==> config.mk <==
export PLATFORM = sky130hd
export DESIGN_NAME = spim_master
export DESIGN_NICKNAME = d
export VERILOG_FILES = /design/src/rtl/spim_pkg.sv /design/src/rtl/spim_hstep.sv /design/src/rtl/spim_phase.sv /design/src/rtl/spim_shifter.sv /design/src/rtl/spim_master.sv
export SDC_FILE = /design/constraint.sdc
export NUM_CORES = 1
export LEC_CHECK = 0
export ABC_AREA = 1
export CAP_MARGIN = 10
export CORE_AREA = 2 2 124 126
export DETAILED_ROUTE_END_ITERATION = 10
export DIE_AREA = 0 0 126 128
export PLACE_DENSITY = 0.37
export RECOVER_POWER = 100
export SYNTH_ARGS = -nofsm -noshare
export SYNTH_HDL_FRONTEND = slang
export SYNTH_SLANG_ARGS = --single-unit
==> constraint.sdc <==
create_clock -name clk -period 5.6 [get_ports clk]
set_clock_uncertainty 0.15 [all_clocks]
set_input_delay 1.4 -clock clk [delete_from_list [all_inputs] [get_ports clk]]
set_output_delay 1.4 -clock clk [all_outputs]
set_load 0.02 [all_outputs]
==> src/rtl/spim_pkg.sv <==
package spim_pkg;
  typedef enum logic [1:0] {
    FS_IDLE,
    FS_LOW,
    FS_HIGH,
    FS_TAIL
  } fstate_e;
endpackage

==> src/rtl/spim_hstep.sv <==
// Produces one enable per half source period, in the clk domain.
module spim_hstep #(
  parameter int SYNC_STAGES = 2
) (
  input  logic clk,
  input  logic rst_n,
  input  logic ext_clk,
  input  logic src_sel,
  output logic hstep
);
  localparam int SW = SYNC_STAGES + 1;

  logic [SW-1:0] sync_q;

  always_ff @(posedge clk or negedge rst_n) begin
    if (!rst_n) sync_q <= '0;
    else        sync_q <= {sync_q[SW-2:0], ext_clk};
  end

  // clk/2 source: every clk cycle is half a source period.
  // external source: each detected edge is half a source period.
  assign hstep = src_sel ? (sync_q[SW-1] ^ sync_q[SW-2]) : 1'b1;
endmodule

==> src/rtl/spim_phase.sv <==
// Serial clock phase lengths, counted in half source periods.
module spim_phase #(
  parameter int DIV_W = 8
) (
  input  logic [DIV_W-1:0] div,
  output logic [DIV_W:0]   high_len,
  output logic [DIV_W:0]   low_len
);
  localparam int PW = DIV_W + 1;

  logic [PW-1:0] d_ext;
  assign d_ext = {1'b0, div};

  always_comb begin
    if (div == '0) begin
      high_len = PW'(1);
      low_len  = PW'(1);
    end else if (div[0]) begin
      high_len = d_ext + PW'(1);
      low_len  = d_ext + PW'(1);
    end else begin
      high_len = d_ext + PW'(2);
      low_len  = d_ext;
    end
  end
endmodule

==> src/rtl/spim_shifter.sv <==
module spim_shifter #(
  parameter int WORD_W = 8
) (
  input  logic              clk,
  input  logic              rst_n,
  input  logic              load,
  input  logic [WORD_W-1:0] load_word,
  input  logic              shift,
  input  logic              sample,
  input  logic              miso,
  output logic              tx_bit,
  output logic [WORD_W-1:0] rx_q
);
  logic [WORD_W-1:0] tx_q;

  always_ff @(posedge clk or negedge rst_n) begin
    if (!rst_n) begin
      tx_q <= '0;
      rx_q <= '0;
    end else begin
      if (load)       tx_q <= load_word;
      else if (shift) tx_q <= tx_q << 1;
      if (sample)     rx_q <= {rx_q[WORD_W-2:0], miso};
    end
  end

  assign tx_bit = tx_q[WORD_W-1];
endmodule

==> src/rtl/spim_master.sv <==
module spim_master #(
  parameter int WORD_W      = 8,
  parameter int DIV_W       = 8,
  parameter int SYNC_STAGES = 2
) (
  input  logic              clk,
  input  logic              rst_n,
  input  logic              ext_clk,
  input  logic              src_sel,
  input  logic [DIV_W-1:0]  div_val,
  input  logic              start,
  output logic              ready,
  input  logic [WORD_W-1:0] tx_word,
  output logic [WORD_W-1:0] rx_word,
  output logic              done,
  output logic              sclk,
  output logic              ss_n,
  output logic              mosi_o,
  output logic              mosi_oe,
  input  logic              miso
);
  import spim_pkg::*;

  localparam int PW  = DIV_W + 1;
  localparam int BCW = (WORD_W > 1) ? $clog2(WORD_W) : 1;
  localparam logic [BCW-1:0] LAST_BIT = BCW'(WORD_W - 1);

  fstate_e          st;
  logic [PW-1:0]    hcnt;
  logic [BCW-1:0]   bitcnt;
  logic [DIV_W-1:0] div_q;
  logic             hstep;
  logic [PW-1:0]    high_len, low_len, cur_len;
  logic             ph_end, ld, sh, smp;
  logic [WORD_W-1:0] rx_q;

  spim_hstep #(.SYNC_STAGES(SYNC_STAGES)) u_hstep (
    .clk(clk), .rst_n(rst_n), .ext_clk(ext_clk), .src_sel(src_sel), .hstep(hstep)
  );

  spim_phase #(.DIV_W(DIV_W)) u_phase (
    .div(div_q), .high_len(high_len), .low_len(low_len)
  );

  spim_shifter #(.WORD_W(WORD_W)) u_shift (
    .clk(clk), .rst_n(rst_n), .load(ld), .load_word(tx_word), .shift(sh),
    .sample(smp), .miso(miso), .tx_bit(mosi_o), .rx_q(rx_q)
  );

  assign cur_len = (st == FS_HIGH) ? high_len : low_len;
  assign ph_end  = hstep && (hcnt == cur_len - PW'(1));
  assign ready   = (st == FS_IDLE);
  assign ld      = ready && start;
  assign smp     = (st == FS_LOW) && ph_end;
  assign sh      = (st == FS_HIGH) && ph_end && (bitcnt != LAST_BIT);

  always_ff @(posedge clk or negedge rst_n) begin
    if (!rst_n) begin
      st      <= FS_IDLE;
      hcnt    <= '0;
      bitcnt  <= '0;
      div_q   <= '0;
      sclk    <= 1'b0;
      ss_n    <= 1'b1;
      mosi_oe <= 1'b0;
      done    <= 1'b0;
      rx_word <= '0;
    end else begin
      done <= 1'b0;
      case (st)
        FS_IDLE: if (start) begin
          div_q   <= div_val;
          ss_n    <= 1'b0;
          mosi_oe <= 1'b1;
          hcnt    <= '0;
          bitcnt  <= '0;
          st      <= FS_LOW;
        end
        FS_LOW: if (hstep) begin
          if (ph_end) begin
            sclk <= 1'b1;
            hcnt <= '0;
            st   <= FS_HIGH;
          end else hcnt <= hcnt + PW'(1);
        end
        FS_HIGH: if (hstep) begin
          if (ph_end) begin
            sclk <= 1'b0;
            hcnt <= '0;
            if (bitcnt == LAST_BIT) begin
              mosi_oe <= 1'b0;
              st      <= FS_TAIL;
            end else begin
              bitcnt <= bitcnt + BCW'(1);
              st     <= FS_LOW;
            end
          end else hcnt <= hcnt + PW'(1);
        end
        FS_TAIL: if (hstep) begin
          if (ph_end) begin
            ss_n    <= 1'b1;
            done    <= 1'b1;
            rx_word <= rx_q;
            st      <= FS_IDLE;
          end else hcnt <= hcnt + PW'(1);
        end
        default: st <= FS_IDLE;
      endcase
    end
  end
endmodule

# Yosys cells after proc, flatten, opt, wreduce, memory -nomap -nowiden
# Cells that the tools add are included.
[word_totals] out_inout_bits=14 wordCells=98 reg_bits=53 in_bits=22
[op_classes] add_sub_neg=5 n_eq_ne=17 n_mux=43 n_bitwise=1 reduce_logical=20
[op_table] op="9-bit two-way mux" count=10
[op_table] op="9-bit case mux with 3 select lines" count=1
[op_table] op="2-bit != test, second input constant" count=9
[op_table] op="2-bit two-way mux" count=8
[op_table] op="8-bit two-way mux" count=2
[op_table] op="5-bit AND reduction" count=3
[op_table] op="1-bit two-way mux" count=13
[op_table] op="3-bit two-way mux" count=4
[op_table] op="8-bit by 1-bit adder with 9-bit output, second input constant" count=1
[op_table] op="8-bit by 2-bit adder with 9-bit output, second input constant" count=1
[op_table] op="9-bit by 1-bit adder with 9-bit output, second input constant" count=1
[op_table] op="9-bit equality test" count=1
[op_table] op="9-bit by 1-bit subtractor with 9-bit output, second input constant" count=1
[op_table] op="8-bit zero test" count=1
[op_table] op="2-bit case mux with 4 select lines" count=1
[op_table] op="4-bit AND reduction" count=2
[op_table] op="2-bit nonzero test" count=4
[op_table] op="7-bit AND reduction" count=1
[op_table] op="1-bit case mux with 2 select lines" count=3
[op_table] op="3-bit case mux with 2 select lines" count=1
[op_table] op="1-bit logical AND" count=5
[op_table] op="2-bit equality test, second input constant" count=2
[op_table] op="2-bit by 1-bit != test with 1-bit output, second input constant" count=2
[op_table] op="3-bit by 1-bit adder with 3-bit output, second input constant" count=1
[op_table] op="other kinds (8)" count=8

# Depth between registers and ports, before layout
# Gate-level depths: netlist of the first run.
[logic_depth] word_depth=11 ltp_mapped=22 mapped_depth_nobuf=21

# Modules after synthesis
# From an unflattened synthesis of the first run, not the netlist that was laid out.
[hier_totals] hier_cells=520 hier_area_um2=3590.9
[modules_own_cells] mod="spim_master" n_inst=1 area_each_um2=2401.1 cells_per_inst=357 seq_area_each_um2=852.1
[modules_own_cells] mod="spim_shifter" n_inst=1 area_each_um2=676.9 cells_per_inst=73 seq_area_each_um2=400.4
[modules_own_cells] mod="spim_phase" n_inst=1 area_each_um2=417.9 cells_per_inst=82 seq_area_each_um2=0.0
[modules_own_cells] mod="spim_hstep" n_inst=1 area_each_um2=95.1 cells_per_inst=8 seq_area_each_um2=75.1

# Worst setup path after synthesis of the first run
# Ideal clock, no wire load.
[synth_path] path_type="reg2reg" start="register div_q[0]" end="register rx_word[5]" required_time_ps=5329 stages_incl_launch_ff=18 period_less_slack_ps=2748 n_path_buf=1 setup_ps=121 slack_ps=2852 arrival_ps=2477 path_cell_list="dfrtp_1 > inv_2 > ha_1 > nand2_1 > nor2_4 > nor2_2 > nor2_4 > ha_1 > nand2_2 > nor2_4 > nand2_2 > o21ai_1 > inv_1 > nor2_2 > nand4_4 > buf_2 > nand2_1 > o21ai_1"
[synth_via] elab_chain_len=8 elab_cells_between_ends=12 cone_classes="add/sub (3); eq/ne (1); mux (5); reduce/logical (3)"
[synth_rtl] item="from (decl)" line_no="spim_master.sv:31" rtl="logic [DIV_W-1:0] div_q;"
[synth_rtl] item="from (signal assigned)" line_no="spim_master.sv:72" rtl="div_q <= div_val;"
[synth_rtl] item="8-bit by 1-bit adder with 9-bit output / 8-bit by 2-bit adder with 9-bit output (equally long branches)" line_no="spim_phase.sv:19, spim_phase.sv:20, spim_phase.sv:22"
[synth_rtl] item="9-bit two-way mux" line_no="spim_phase.sv:18" rtl="end else if (div[0]) begin"
[synth_rtl] item="9-bit two-way mux" line_no="spim_phase.sv:15" rtl="if (div == '0) begin"
[synth_rtl] item="9-bit two-way mux *" line_no="spim_master.sv:50" rtl="assign cur_len = (st == FS_HIGH) ? high_len : low_len;"
[synth_rtl] item="9-bit by 1-bit subtractor with 9-bit output *" line_no="spim_master.sv:51" rtl="assign ph_end = hstep && (hcnt == cur_len - PW'(1));"
[synth_rtl] item="9-bit equality test *" line_no="spim_master.sv:51"
[synth_rtl] item="1-bit logical AND *" line_no="spim_master.sv:51"
[synth_rtl] item="3-bit AND reduction (no line) *"
[synth_rtl] item="to (signal assigned)" line_no="spim_master.sv:103" rtl="rx_word <= rx_q;"
[synth_rtl] item="to (decl)" line_no="spim_master.sv:14" rtl="output logic [WORD_W-1:0] rx_word,"
# Mark *: on every way between the ends. The rest lies on a longest branch, timed or not.
# A chain may end at the register's enable or synchronous reset.

# Worst setup path in the final report of the first run
[layout_path] start="register st[0]" end="register hcnt[1]"
[layout_via] elab_chain_len=8 elab_cells_between_ends=17 cone_classes="add/sub (1); eq/ne (8); mux (4); reduce/logical (4)"
[layout_rtl] item="from (decl)" line_no="spim_master.sv:28" rtl="fstate_e st;"
[layout_rtl] item="from (signal assigned)" line_no="spim_master.sv:59" rtl="st <= FS_IDLE;"
[layout_rtl] item="from (signal assigned)" line_no="spim_master.sv:77" rtl="st <= FS_LOW;"
[layout_rtl] item="from (signal assigned)" line_no="spim_master.sv:83" rtl="st <= FS_HIGH;"
[layout_rtl] item="2-bit equality test" line_no="spim_master.sv:50, spim_master.sv:70"
[layout_rtl] item="9-bit two-way mux" line_no="spim_master.sv:50"
[layout_rtl] item="9-bit by 1-bit subtractor with 9-bit output" line_no="spim_master.sv:51"
[layout_rtl] item="9-bit equality test" line_no="spim_master.sv:51"
[layout_rtl] item="1-bit logical AND" line_no="spim_master.sv:51"
[layout_rtl] item="9-bit two-way mux" line_no="spim_master.sv:80, spim_master.sv:87"
[layout_rtl] item="9-bit two-way mux" line_no="spim_master.sv:86" rtl="FS_HIGH: if (hstep) begin"
[layout_rtl] item="9-bit case mux with 3 select lines" line_no="spim_master.sv:70" rtl="case (st)"
[layout_rtl] item="to (signal assigned)" line_no="spim_master.sv:84" rtl="end else hcnt <= hcnt + PW'(1);"
[layout_rtl] item="to (signal assigned)" line_no="spim_master.sv:97" rtl="end else hcnt <= hcnt + PW'(1);"
[layout_rtl] item="to (signal assigned)" line_no="spim_master.sv:105" rtl="end else hcnt <= hcnt + PW'(1);"
[layout_rtl] item="to (decl)" line_no="spim_master.sv:29" rtl="logic [PW-1:0] hcnt;"
# Parallel ways exist; a longest one is shown, timed or not. The select of a mux whose other input is x is not followed.

==> implementation parameters, run 1 <==
Parameter                              Value

Clock tree
  Insertion delay of the later-clocked pin in the worst-skew pair ... just over 0.3 ns
  TritonCTS clock tree ... built
  H-tree depth reported by CTS ... 2
  Total number of clock tree sinks ... between 50 and 60
  Clock buffer count from CTS ... 5
  Library cell used as clock root buffer ... clkbuf_16
  Post-CTS repair timing setup buffer count ... 0
  Resized Gates After CTS ... 0
  Clock-pin slew on the worst setup and hold paths ... 0.08 ns
  Hold Buf Count CTS ... 0
  Max Root-Sink Buffers ... 2

Logic synthesis
  Area fraction of the dominant cell type after synthesis ... 37.1%
  Share of flip-flops with an asynchronous set or reset ... 100%
  Post-synth top flop ... dfrtp_1
  Number of enable-type register cells in the synthesized netlist ... 0
  Synth unique cells ... 38
  Commonest cells in the netlist ... nand2_1, dfrtp_1, inv_1, nand3_1, nor2_1
  Most frequently used cell type in the post-synthesis netlist ... nand2_1
  Register bit count reported by yosys ... between 50 and 60
  Sequential cell area fraction in the yosys report ... a little under two fifths
  Post-synth net total ... ~510
  Synthesis Warnings ... 0
  Mean Syn Cell Area ... around 7.4 um2
  Netlist area before placement ... approximately 0.0035 mm2
  Number of standard cells after synthesis ... between 400 and 500
  Synth area leader ... dfrtp_1
  Area contributors post-synth ... dfrtp_1, nand2_1, nand3_1, inv_1, ha_1

Global routing
  Antenna violations before repair ... 0
  Global router's overall resource usage ... roughly an eighth
  Largest net degree at the start of global routing ... 54
  GRT overflow ... 0
  Vias in the first global route ... 3074
  First-pass GRT wire length ... about 15000 um

Setup path
  Crit path buf inv count ... 4
  Req. time, crit path ... 5.69 ns
  Kind of cell with the highest combined delay on the critical path ... simple AND/OR/NAND/NOR gates
  Startpoint class of the critical path ... flip-flop
  Endpoint class of the critical path ... flip-flop
  Cells along the critical path ... inv_1, ha_1, inv_4, nand2_1, inv_1, nor2_4, ha_1, nand2_1, nor2_1, nand2_2, o21ai_0, inv_1, nor2_1, nand4_1, nand2_2, nand2_1, nand2_1
  Type of the worst setup path ... flip-flop to flip-flop
  Cell mode on critical path ... nand2_1
  Cell type of the slowest stage on the worst timing path ... nand4_1
  Worst-path maximum fanout ... 17
  CP Data Arrival Time ... slightly above 4 ns
  Longest individual stage delay on the worst path ... 0.64 ns

Power
  Fraction of power consumed by sequential logic ... between 20% and 30%
  Switch share ... 49.3%
  Power density of the placed cells ... around 480 mW/mm2
  Clock Power Share ... 16.8%
  Cell leakage power ... ~2.1 nW
  Int Power ... about 0.0010 W
  IR drop worst, VDD ... about 0.00014 V
  Sw power ... roughly 0.00098 W
  Overall Power ... between 0.0015 and 0.002 W
  Relative contribution of combinational cells to total power ... a little over half

Detailed routing
  Overall via count from detail_route ... 3042
  Post-detailed-route via-to-cell ratio ... between 4 and 5
  Number of iterations in the first detailed-routing pass ... 5
  Number of DRC violations after detailed-routing iteration 0 ... between 150 and 200
  Drt total wl ... 8920 um
  Remaining number of nets flagged by the antenna check after routing ... 0
  Count of unresolved DRC violations after routing ... 0
  Average routed wire per standard cell ... between 10 and 15 um

STA
  Worst-case setup margin in the final layout ... 1.59 ns
  Final hold violation count ... 0
  Crit share post-route ... between 70 and 80%
  Final setup fails ... 0
  Setup TNS ... 0 ns
  Worst rel slew slack ... between 40% and 50%
  Max Clk Rate ... between 0.2 and 0.25 GHz
  Transition time at the pin with the least slew margin ... between 0.8 and 0.9 ns
  Worst hold slack across all endpoints ... roughly 0.21 ns
  Unrepaired setup endpoints after global routing ... false
  Fin crit period ... around 4 ns
  Max Slew Vio Count ... 0

Floorplan
  Die Span X ... about 130 um
  I/O pin total ... 36
  Overall die area ... ~0.016 mm2
  Area of the placeable core ... between 0.01 and 0.015 mm2
  Die H ... ~130 um
  Number of rows created at floorplan ... 45
  Initial Utilization ... 23.6%

Min path
  Hold WC Path Type ... flip-flop to flip-flop

Run
  Max-cap violations ... 0

Finish
  Area Overhead vs Synth ... 17.2%
  Diodes inserted ... 0
  Nets ... 541
  Final Instance Area ... 0.00411 mm2
  Fill cell count ... between 1500 and 2000
  Fraction of layout cells with a size suffix above 1 ... between 10% and 20%

Status
  Result of the run ... completed

Placement
  Pre-CTS setup slack ... between 2 and 2.5 ns
  Estimated wirelength of the detail-placed design ... slightly below 7000 um
  Port-buffer cells ... 35
  Placement Cell Area ... a little over 0.004 mm2
  Final Wtd Congestion ... 0.795
## power groups by stage
stage	combinational, W	sequential, W	clock [W]
finish	0.00109	0.000570	0.000333
global route	0.00124	0.000586	0.000361
CTS	0.00116	0.000571	0.000352
detailed placement	0.00115	0.000579	0
global placement	0.00116	0.000581	0
floorplan	0.000882	0.000567	0
## worst reg2reg max path: stages, from the launching register on
cell     delay, ns
dfrtp_1       0.42
inv_1         0.15
ha_1          0.45
inv_4         0.14
nand2_1       0.09
inv_1         0.06
nor2_4        0.13
ha_1          0.22
nand2_1       0.10
nor2_1        0.24
nand2_2       0.11
o21ai_0       0.17
inv_1         0.06
nor2_1        0.25
nand4_1       0.64
nand2_2       0.41
nand2_1       0.09
nand2_1       0.07
## layout by cell type (no fill, tap or decap), types with 2 or more instances in the layout
| cell | count |
|---|---|
| a21oi_1 | 4 |
| clkbuf_16 | 5 |
| clkdlybuf4s50_1 | 18 |
| dfrtp_1 | 52 |
| dlygate4sd3_1 | 16 |
| ha_1 | 13 |
| inv_1 | 47 |
| inv_2 | 4 |
| nand2_1 | 170 |
| nand2_2 | 8 |
| nand3_1 | 40 |
| nand3_2 | 9 |
| nand3_4 | 2 |
| nand4_1 | 8 |
| nor2_1 | 37 |
| nor2_2 | 6 |
| nor2_4 | 5 |
| nor3_1 | 4 |
| o2111ai_1 | 9 |
| o21ai_0 | 24 |
| o21ai_1 | 4 |
| xnor2_1 | 3 |
| xor2_1 | 3 |
## flip-flops by register name, summed over array words and instances (netlist names)
signal / cells
bitcnt: 3
div_q: 8
done: 1
hcnt: 9
mosi_oe: 1
rx_word: 8
sclk: 1
ss_n: 1
st: 2
u_hstep.sync_q: 3
u_shift.rx_q: 8
u_shift.tx_q: 8
## area by class of cell
type,count,area [um2],share of cell area [%]
flip-flops and latches,53,1330,32.3
clock inverters,3,28.8,0.700
repair buffers,36,353,8.58
clock buffers,5,125,3.04
well taps,188,235,5.72
multi-input cells,358,1850,44.9
inverters,52,198,4.81
## metrics by stage
stage | utilization [%] | std cells
3_5_place_dp | 27.1 | 687
4_1_cts | 28.1 | 695
2_1_floorplan | - | 474
3_3_place_gp | 27.1 | 687
6_report | 27.7 | 695
5_1_grt | 27.7 | 695
## logic make-up (layout without fill, tap and decap cells)
group	Yosys count	after routing	synth area share [%]
AO/OA/AOI/OAI	45	45	7.70
XOR/XNOR	6	6	1.50
adder cells (fa/ha/maj)	13	13	4.63
buffers and inverters	63	96	7.59
flip-flops	53	53	37.8
AND/OR/NAND/NOR	294	294	40.7
## metal layers
metal | vias up | wire length, um | GRT usage [%]
met5 | - | 0 | 0
met4 | 0 | 162 | 3.62
met3 | 10 | 241 | 2.38
met1 | 1402 | 4450 | 15.9
li1 | 1590 | - | -
met2 | 40 | 4070 | 19.1
## path summary, 6_finish.rpt
| path | endpoint | slack [ns] | depth (start not counted) | start |
|---|---|---|---|---|
| max | hcnt[1] | 1.59 | 17 | st[0] |
| min | u_hstep.sync_q[1] | 0.21 | 0 | u_hstep.sync_q[0] |
| max reg2reg | hcnt[1] | 1.59 | 17 | st[0] |
| min reg2reg | u_hstep.sync_q[1] | 0.21 | 0 | u_hstep.sync_q[0] |
| max in group asynchronous | div_q[3] | 3.74 | 2 | rst_n |
| min in group asynchronous | hcnt[7] | 1.06 | 2 | rst_n |
No activity file was read; power rests on OpenSTA's default activity.
==> inputs of run 2 (changes only) <==
--- a/config.mk
+++ b/config.mk
@@ -10,7 +10,7 @@
 export CORE_AREA = 2 2 124 126
 export DETAILED_ROUTE_END_ITERATION = 10
 export DIE_AREA = 0 0 126 128
-export PLACE_DENSITY = 0.37
+export PLACE_DENSITY = 0.38
 export RECOVER_POWER = 100
 export SYNTH_ARGS = -nofsm -noshare
 export SYNTH_HDL_FRONTEND = slang
==> constraint.sdc (replaced) <==
create_clock -name clk -period 3.6 [get_ports clk]
set_clock_uncertainty 0.15 [all_clocks]
set_input_delay 0.9 -clock clk [delete_from_list [all_inputs] [get_ports clk]]
set_output_delay 0.9 -clock clk [all_outputs]
set_load 0.02 [all_outputs]
==> implementation parameters, run 2 (same netlist as run 1, synthesis figures left out) <==
Parameter                              Value

Power
  Clock Power Share ... 16.4% (was 16.8%)
  Relative contribution of combinational cells to total power ... 56.1% (was 54.6%)
  Power density of the placed cells ... 756 mW/mm2 (was 483 mW/mm2)
  Overall Power ... 0.00318 W (was 0.00199 W)
  Sw power ... 0.00157 W (was 0.000980 W)
  Cell leakage power ... 2.11 nW (was 2.06 nW)
  IR drop worst, VDD ... 0.000248 V (was 0.000136 V)
  Int Power ... 0.00161 W (was 0.00101 W)
  Fraction of power consumed by sequential logic ... 27.6% (was 28.6%)
  Switch share ... 49.4% (was 49.3%)

Setup path
  Req. time, crit path ... 3.69 ns (was 5.69 ns)
  Longest individual stage delay on the worst path ... 0.40 ns (was 0.64 ns)
  CP Data Arrival Time ... 3.26 ns (was 4.09 ns)
  Endpoint class of the critical path ... flip-flop (unchanged)
  Cell mode on critical path ... nand2_1 (unchanged)
  Cell type of the slowest stage on the worst timing path ... dfrtp_1 (was nand4_1)
  Type of the worst setup path ... flip-flop to flip-flop (unchanged)
  Cells on worst reg2reg path ... 16 (was 17)
  Startpoint class of the critical path ... flip-flop (unchanged)
  Cells along the critical path ... inv_1, ha_2, inv_2, nand2_1, inv_1, nor2_4, ha_1, xor2_1, nand3_1, nor2_1, nand3_1, nor2_1, nand4_4, nand2_1, nand2_1, nand2_1 (was inv_1, ha_1, inv_4, nand2_1, inv_1, nor2_4, ha_1, nand2_1, nor2_1, nand2_2, o21ai_0, inv_1, nor2_1, nand4_1, nand2_2, nand2_1, nand2_1)
  Worst-path maximum fanout ... 10 (was 17)

Global routing
  Vias in the first global route ... 3250 (was 3074)
  Antenna violations before repair ... 0 (unchanged)
  Global router's overall resource usage ... 12.1% (was 11.8%)
  First-pass GRT wire length ... 15800 um (was 15500 um)
  Largest net degree at the start of global routing ... 34 (was 54)
  GRT overflow ... 0 (unchanged)

Finish
  Most flops, register ... hcnt (unchanged)
  Number of flip-flops in the largest register ... 9 (unchanged)
  Area Overhead vs Synth ... 19.7% (was 17.2%)
  Diodes inserted ... 0 (unchanged)
  Nets ... 546 (was 541)
  Most common cell after layout, fill and taps aside ... nand2_1 (unchanged)
  Fraction of layout cells with a size suffix above 1 ... 11.7% (was 10.1%)
  Commonest non-fill, non-tap cells in the layout ... nand2_1, dfrtp_1, inv_1 (unchanged)

Floorplan
  Number of rows created at floorplan ... 45 (unchanged)
  Area of the placeable core ... 0.0149 mm2 (unchanged)
  Overall die area ... 0.0161 mm2 (unchanged)
  Die Span X ... 126 um (unchanged)
  Initial Utilization ... 23.6% (unchanged)
  Die H ... 128 um (unchanged)
  I/O pin total ... 36 (unchanged)

STA
  Worst rel slew slack ... -20.5% (was 45.9%)
  Transition time at the pin with the least slew margin ... 1.81 ns (was 0.808 ns)
  Max Clk Rate ... 0.316 GHz (was 0.250 GHz)
  Unrepaired setup endpoints after global routing ... false (unchanged)
  Crit share post-route ... 87.8% (was 71.5%)
  Final hold violation count ... 0 (unchanged)
  Final setup fails ... 0 (unchanged)
  Fin crit period ... 3.16 ns (was 4.01 ns)
  Setup TNS ... 0 ns (unchanged)
  Max Slew Vio Count ... 34 (was 0)

Detailed routing
  Average routed wire per standard cell ... 12.6 um (was 12.8 um)
  Post-detailed-route via-to-cell ratio ... 4.40 (was 4.38)
  Remaining number of nets flagged by the antenna check after routing ... 0 (unchanged)
  Count of unresolved DRC violations after routing ... 0 (unchanged)
  Number of DRC violations after detailed-routing iteration 0 ... 122 (was 191)
  Number of iterations in the first detailed-routing pass ... 4 (was 5)
  Overall via count from detail_route ... 3081 (was 3042)
  Drt total wl ... 8790 um (was 8920 um)

Clock tree
  Library cell used as clock root buffer ... clkbuf_16 (unchanged)
  Total number of clock tree sinks ... 53 (unchanged)
  Post-CTS repair timing setup buffer count ... 0 (unchanged)
  H-tree depth reported by CTS ... 2 (unchanged)
  Clock buffer count from CTS ... 5 (unchanged)
  Hold Buf Count CTS ... 0 (unchanged)
  Max Root-Sink Buffers ... 2 (unchanged)
  Insertion delay of the later-clocked pin in the worst-skew pair ... 0.31 ns (about the same)
  TritonCTS clock tree ... built (unchanged)
  Clock-pin slew on the worst setup and hold paths ... 0.08 ns (about the same)

Placement
  Final Wtd Congestion ... 0.800 (was 0.795)
  Port-buffer cells ... 35 (unchanged)
  Estimated wirelength of the detail-placed design ... 6800 um (was 6840 um)

Min path
  Hold depth ... 0 (unchanged)
  Hold WC Path Type ... flip-flop to flip-flop (unchanged)

Run
  Max-cap violations ... 1 (was 0)

Status
  Result of the run ... finished with violations (was completed)
  Violations in the final reports ... max-capacitance violations, max-slew violations
-- run 2: layout make-up --
cell class / count / area [um2]
clock inverters: 3 / 28.8
well taps: 188 / 235
repair buffers: 41 / 382
multi-input cells: 358 / 1910
clock buffers: 5 / 125
fillers: 1638 / 10700
inverters: 52 / 195
flip-flops and latches: 53 / 1330
-- run 2: repair_timing --
action	CTS	global route
hold endpoints to repair	0	0
resized for setup	0	1
setup endpoints to repair	0	8
-- run 2: path summary, 6_finish.rpt --
kind	from	endpoint	slack, ns
worst max-delay path	st[0]	u_shift.tx_q[1]	0.44
worst min-delay path	u_hstep.sync_q[0]	u_hstep.sync_q[1]	0.20
worst max register to register	st[0]	u_shift.tx_q[1]	0.44
worst min register to register	u_hstep.sync_q[0]	u_hstep.sync_q[1]	0.20
max in group asynchronous	rst_n	hcnt[6]	1.06
min in group asynchronous	rst_n	u_shift.tx_q[5]	0.92
-- run 2: power by group through the flow --
stage	Clock (W)	Sequential, W	Combinational, W
after detailed placement	0	0.000891	0.00181
after global routing	0.000565	0.000906	0.00207
final	0.000520	0.000876	0.00178
after global placement	0	0.000889	0.00181
after floorplan	0	0.000882	0.00137
after CTS	0.000545	0.000880	0.00182
-- run 2: per-stage QoR --
step                      util, %  instance area [um2]  std cells  setup WS [ns]  hold WS, ns
final                        28.3                 4200        700          0.439        0.203
after global routing         28.3                 4200        700         0.0444        0.218
after CTS                    28.4                 4220        700          0.285        0.206
after detailed placement     27.4                 4070        692          0.305        0.187
after global placement       27.4                 4070        692          0.404        0.186
after floorplan                 -                 3510        474          0.852        0.181
-- run 2: worst max-delay path, delay by kind of cell (launching register included) --
kind	cells	cell delay (ns)
DFF	1	0.40
adders and majority gates	2	0.56
buffers and inverters	3	0.41
and+or+nand+nor	10	1.43
xor gates and xnor gates	1	0.15
-- run 2: per-layer routing --
layer  wire [um]  vias up  track usage, %
met5           0        -               0
met4         192        0            4.33
met1        4260     1442            15.5
met3         189       13            2.38
met2        4150       27            20.2
li1            -     1599               -
==> inputs of run 3 (changes only) <==
--- a/config.mk
+++ b/config.mk
@@ -6,12 +6,13 @@
 export NUM_CORES = 1
 export LEC_CHECK = 0
 export ABC_AREA = 1
-export CAP_MARGIN = 10
-export CORE_AREA = 2 2 124 126
+export CAP_MARGIN = 20
+export CORE_AREA = 2 2 89 177
 export DETAILED_ROUTE_END_ITERATION = 10
-export DIE_AREA = 0 0 126 128
+export DIE_AREA = 0 0 91 179
 export PLACE_DENSITY = 0.38
 export RECOVER_POWER = 100
+export SKIP_LAST_GASP = 1
 export SYNTH_ARGS = -nofsm -noshare
 export SYNTH_HDL_FRONTEND = slang
 export SYNTH_SLANG_ARGS = --single-unit
==> implementation parameters, run 3 (same netlist as run 1, synthesis figures left out) <==
Parameter                              Value

Clock tree
  Max Root-Sink Buffers ... 2 (unchanged)
  Clock buffer count from CTS ... 5 (unchanged)
  Hold Buf Count CTS ... 0 (unchanged)
  Total number of clock tree sinks ... 53 (unchanged)
  Post-CTS repair timing setup buffer count ... 0 (unchanged)
  H-tree depth reported by CTS ... 2 (unchanged)
  Resized Gates After CTS ... 0 (unchanged)
  Insertion delay of the later-clocked pin in the worst-skew pair ... 0.30 ns (was 0.31 ns)
  Clock-pin slew on the worst setup and hold paths ... 0.08 ns (about the same)
  TritonCTS clock tree ... built (unchanged)
  Library cell used as clock root buffer ... clkbuf_16 (unchanged)

Setup path
  Startpoint class of the critical path ... flip-flop (unchanged)
  Endpoint class of the critical path ... flip-flop (unchanged)
  Worst-path maximum fanout ... 15 (was 10)
  Type of the worst setup path ... flip-flop to flip-flop (unchanged)
  CP Data Arrival Time ... 3.28 ns (was 3.26 ns)
  Req. time, crit path ... 3.63 ns (was 3.69 ns)

Placement
  Port-buffer cells ... 35 (unchanged)
  Total instance count after detailed placement ... 704 (was 692)
  Placement Cell Area ... 0.00409 mm2 (was 0.00407 mm2)
  Final Wtd Congestion ... 0.802 (was 0.800)
  Estimated wirelength of the detail-placed design ... 6810 um (was 6800 um)

Finish
  Diodes inserted ... 0 (unchanged)
  Post-layout instance count excluding filler cells ... 712 (was 700)
  Final Instance Area ... 0.00422 mm2 (was 0.00420 mm2)
  Most common cell after layout, fill and taps aside ... nand2_1 (unchanged)
  Area Overhead vs Synth ... 20.3% (was 19.7%)
  Commonest non-fill, non-tap cells in the layout ... nand2_1, dfrtp_1, inv_1 (unchanged)
  Nets ... 548 (was 546)
  Number of flip-flops in the largest register ... 9 (unchanged)
  Fraction of layout cells with a size suffix above 1 ... 11.9% (was 11.7%)
  Most flops, register ... hcnt (unchanged)

STA
  Max Slew Vio Count ... 41 (was 34)
  Fin crit period ... 3.25 ns (was 3.16 ns)
  Setup TNS ... 0 ns (unchanged)
  Worst rel slew slack ... -55.7% (was -20.5%)
  Max Clk Rate ... 0.307 GHz (was 0.316 GHz)
  Final hold violation count ... 0 (unchanged)
  Transition time at the pin with the least slew margin ... 2.34 ns (was 1.81 ns)
  Unrepaired setup endpoints after global routing ... false (unchanged)
  Crit share post-route ... 90.4% (was 87.8%)
  Final setup fails ... 0 (unchanged)

Detailed routing
  Average routed wire per standard cell ... 12.5 um (was 12.6 um)
  Number of DRC violations after detailed-routing iteration 0 ... 133 (was 122)
  Met1 routed wirelength after detailed routing ... 4000 um (was 4260 um)
  Top Metal Used ... met4 (unchanged)
  Overall via count from detail_route ... 3052 (was 3081)
  Met2 routed WL ... 4580 um (was 4150 um)
  Count of unresolved DRC violations after routing ... 0 (unchanged)
  Remaining number of nets flagged by the antenna check after routing ... 0 (unchanged)
  Post-detailed-route via-to-cell ratio ... 4.29 (was 4.40)
  Number of iterations in the first detailed-routing pass ... 7 (was 4)
  Drt total wl ... 8910 um (was 8790 um)
  Detailed route wirelength on metal3 ... 161 um (was 189 um)

Run
  Max-cap violations ... 1 (unchanged)

Power
  Cell leakage power ... 2.09 nW (was 2.11 nW)
  Power density of the placed cells ... 752 mW/mm2 (was 756 mW/mm2)
  IR drop worst, VDD ... 0.000338 V (was 0.000248 V)

Floorplan
  Die Span X ... 91 um (was 126 um)
  Number of rows created at floorplan ... 64 (was 45)
  I/O pin total ... 36 (unchanged)
  Die H ... 179 um (was 128 um)
  Overall die area ... 0.0163 mm2 (was 0.0161 mm2)
  Initial Utilization ... 23.3% (was 23.6%)
  Area of the placeable core ... 0.0151 mm2 (was 0.0149 mm2)

Global routing
  Largest net degree at the start of global routing ... 41 (was 34)
  Antenna violations before repair ... 0 (unchanged)
  Global router's overall resource usage ... 11.6% (was 12.1%)
  Vias in the first global route ... 3200 (was 3250)
  First-pass GRT wire length ... 15400 um (was 15800 um)
  GRT overflow ... 0 (unchanged)

Status
  Violations in the final reports ... max-capacitance violations, max-slew violations (unchanged)
  Result of the run ... finished with violations (unchanged)

Min path
  Hold WC Path Type ... flip-flop to flip-flop (unchanged)
-- run 3: metal layers --
metal	vias to the layer above	track usage, %
met4	0	3.79
li1	1599	-
met3	10	1.26
met1	1405	14.1
met2	38	21.4
met5	-	0
-- run 3: layout make-up --
type                       instances  area [um2]
inverter                          52         198
timing repair buffer              43         393
clock buffer                       5         125
clock inverter                     3        28.8
fill                            1760       10800
multi-input combinational        358        1900
sequential                        53        1330
tap                              198         248
-- run 3: metrics by stage --
| stage | setup WS [ns] | utilization [%] | hold slack (ns) | total power [W] |
|---|---|---|---|---|
| 6_report | 0.347 | 28.0 | 0.204 | 0.00318 |
| 5_1_grt | 0.00385 | 28.0 | 0.227 | 0.00351 |
| 4_1_cts | 0.272 | 28.2 | 0.207 | 0.00327 |
| 3_5_place_dp | 0.305 | 27.2 | 0.187 | 0.00272 |
| 3_3_place_gp | 0.347 | 27.2 | 0.186 | 0.00274 |
| 2_1_floorplan | 0.852 | - | 0.181 | 0.00225 |
-- run 3: critical path: stages (launching register included) --
cell     delay, ns
dfrtp_1       0.42
inv_1         0.14
ha_1          0.34
o21ai_0       0.18
nor2_2        0.18
nor2_4        0.05
ha_1          0.30
xor2_1        0.14
nand3_1       0.12
inv_1         0.07
nand2_1       0.05
nor2_1        0.14
nand2_2       0.08
nor2_4        0.15
nand3_4       0.20
nor2_4        0.31
o21ai_0       0.13
-- run 3: final timing paths --
kind	from	to	slack, ns	cells after the start
worst max-delay path	st[0]	u_shift.rx_q[3]	0.35	16
worst min-delay path	u_hstep.sync_q[0]	u_hstep.sync_q[1]	0.20	0
worst max register to register	st[0]	u_shift.rx_q[3]	0.35	16
worst min register to register	u_hstep.sync_q[0]	u_hstep.sync_q[1]	0.20	0
max in group asynchronous	rst_n	u_shift.tx_q[2]	0.80	1
min in group asynchronous	rst_n	div_q[2]	1.13	1
-- run 3: report_power, final --
part | total (W) | switching, W | leakage [nW] | internal, W
Sequential | 0.000863 | 0.000128 | 0.671 | 0.000736
Combinational | 0.00179 | 0.00118 | 1.35 | 0.000615
Clock | 0.000521 | 0.000252 | 0.0767 | 0.000269
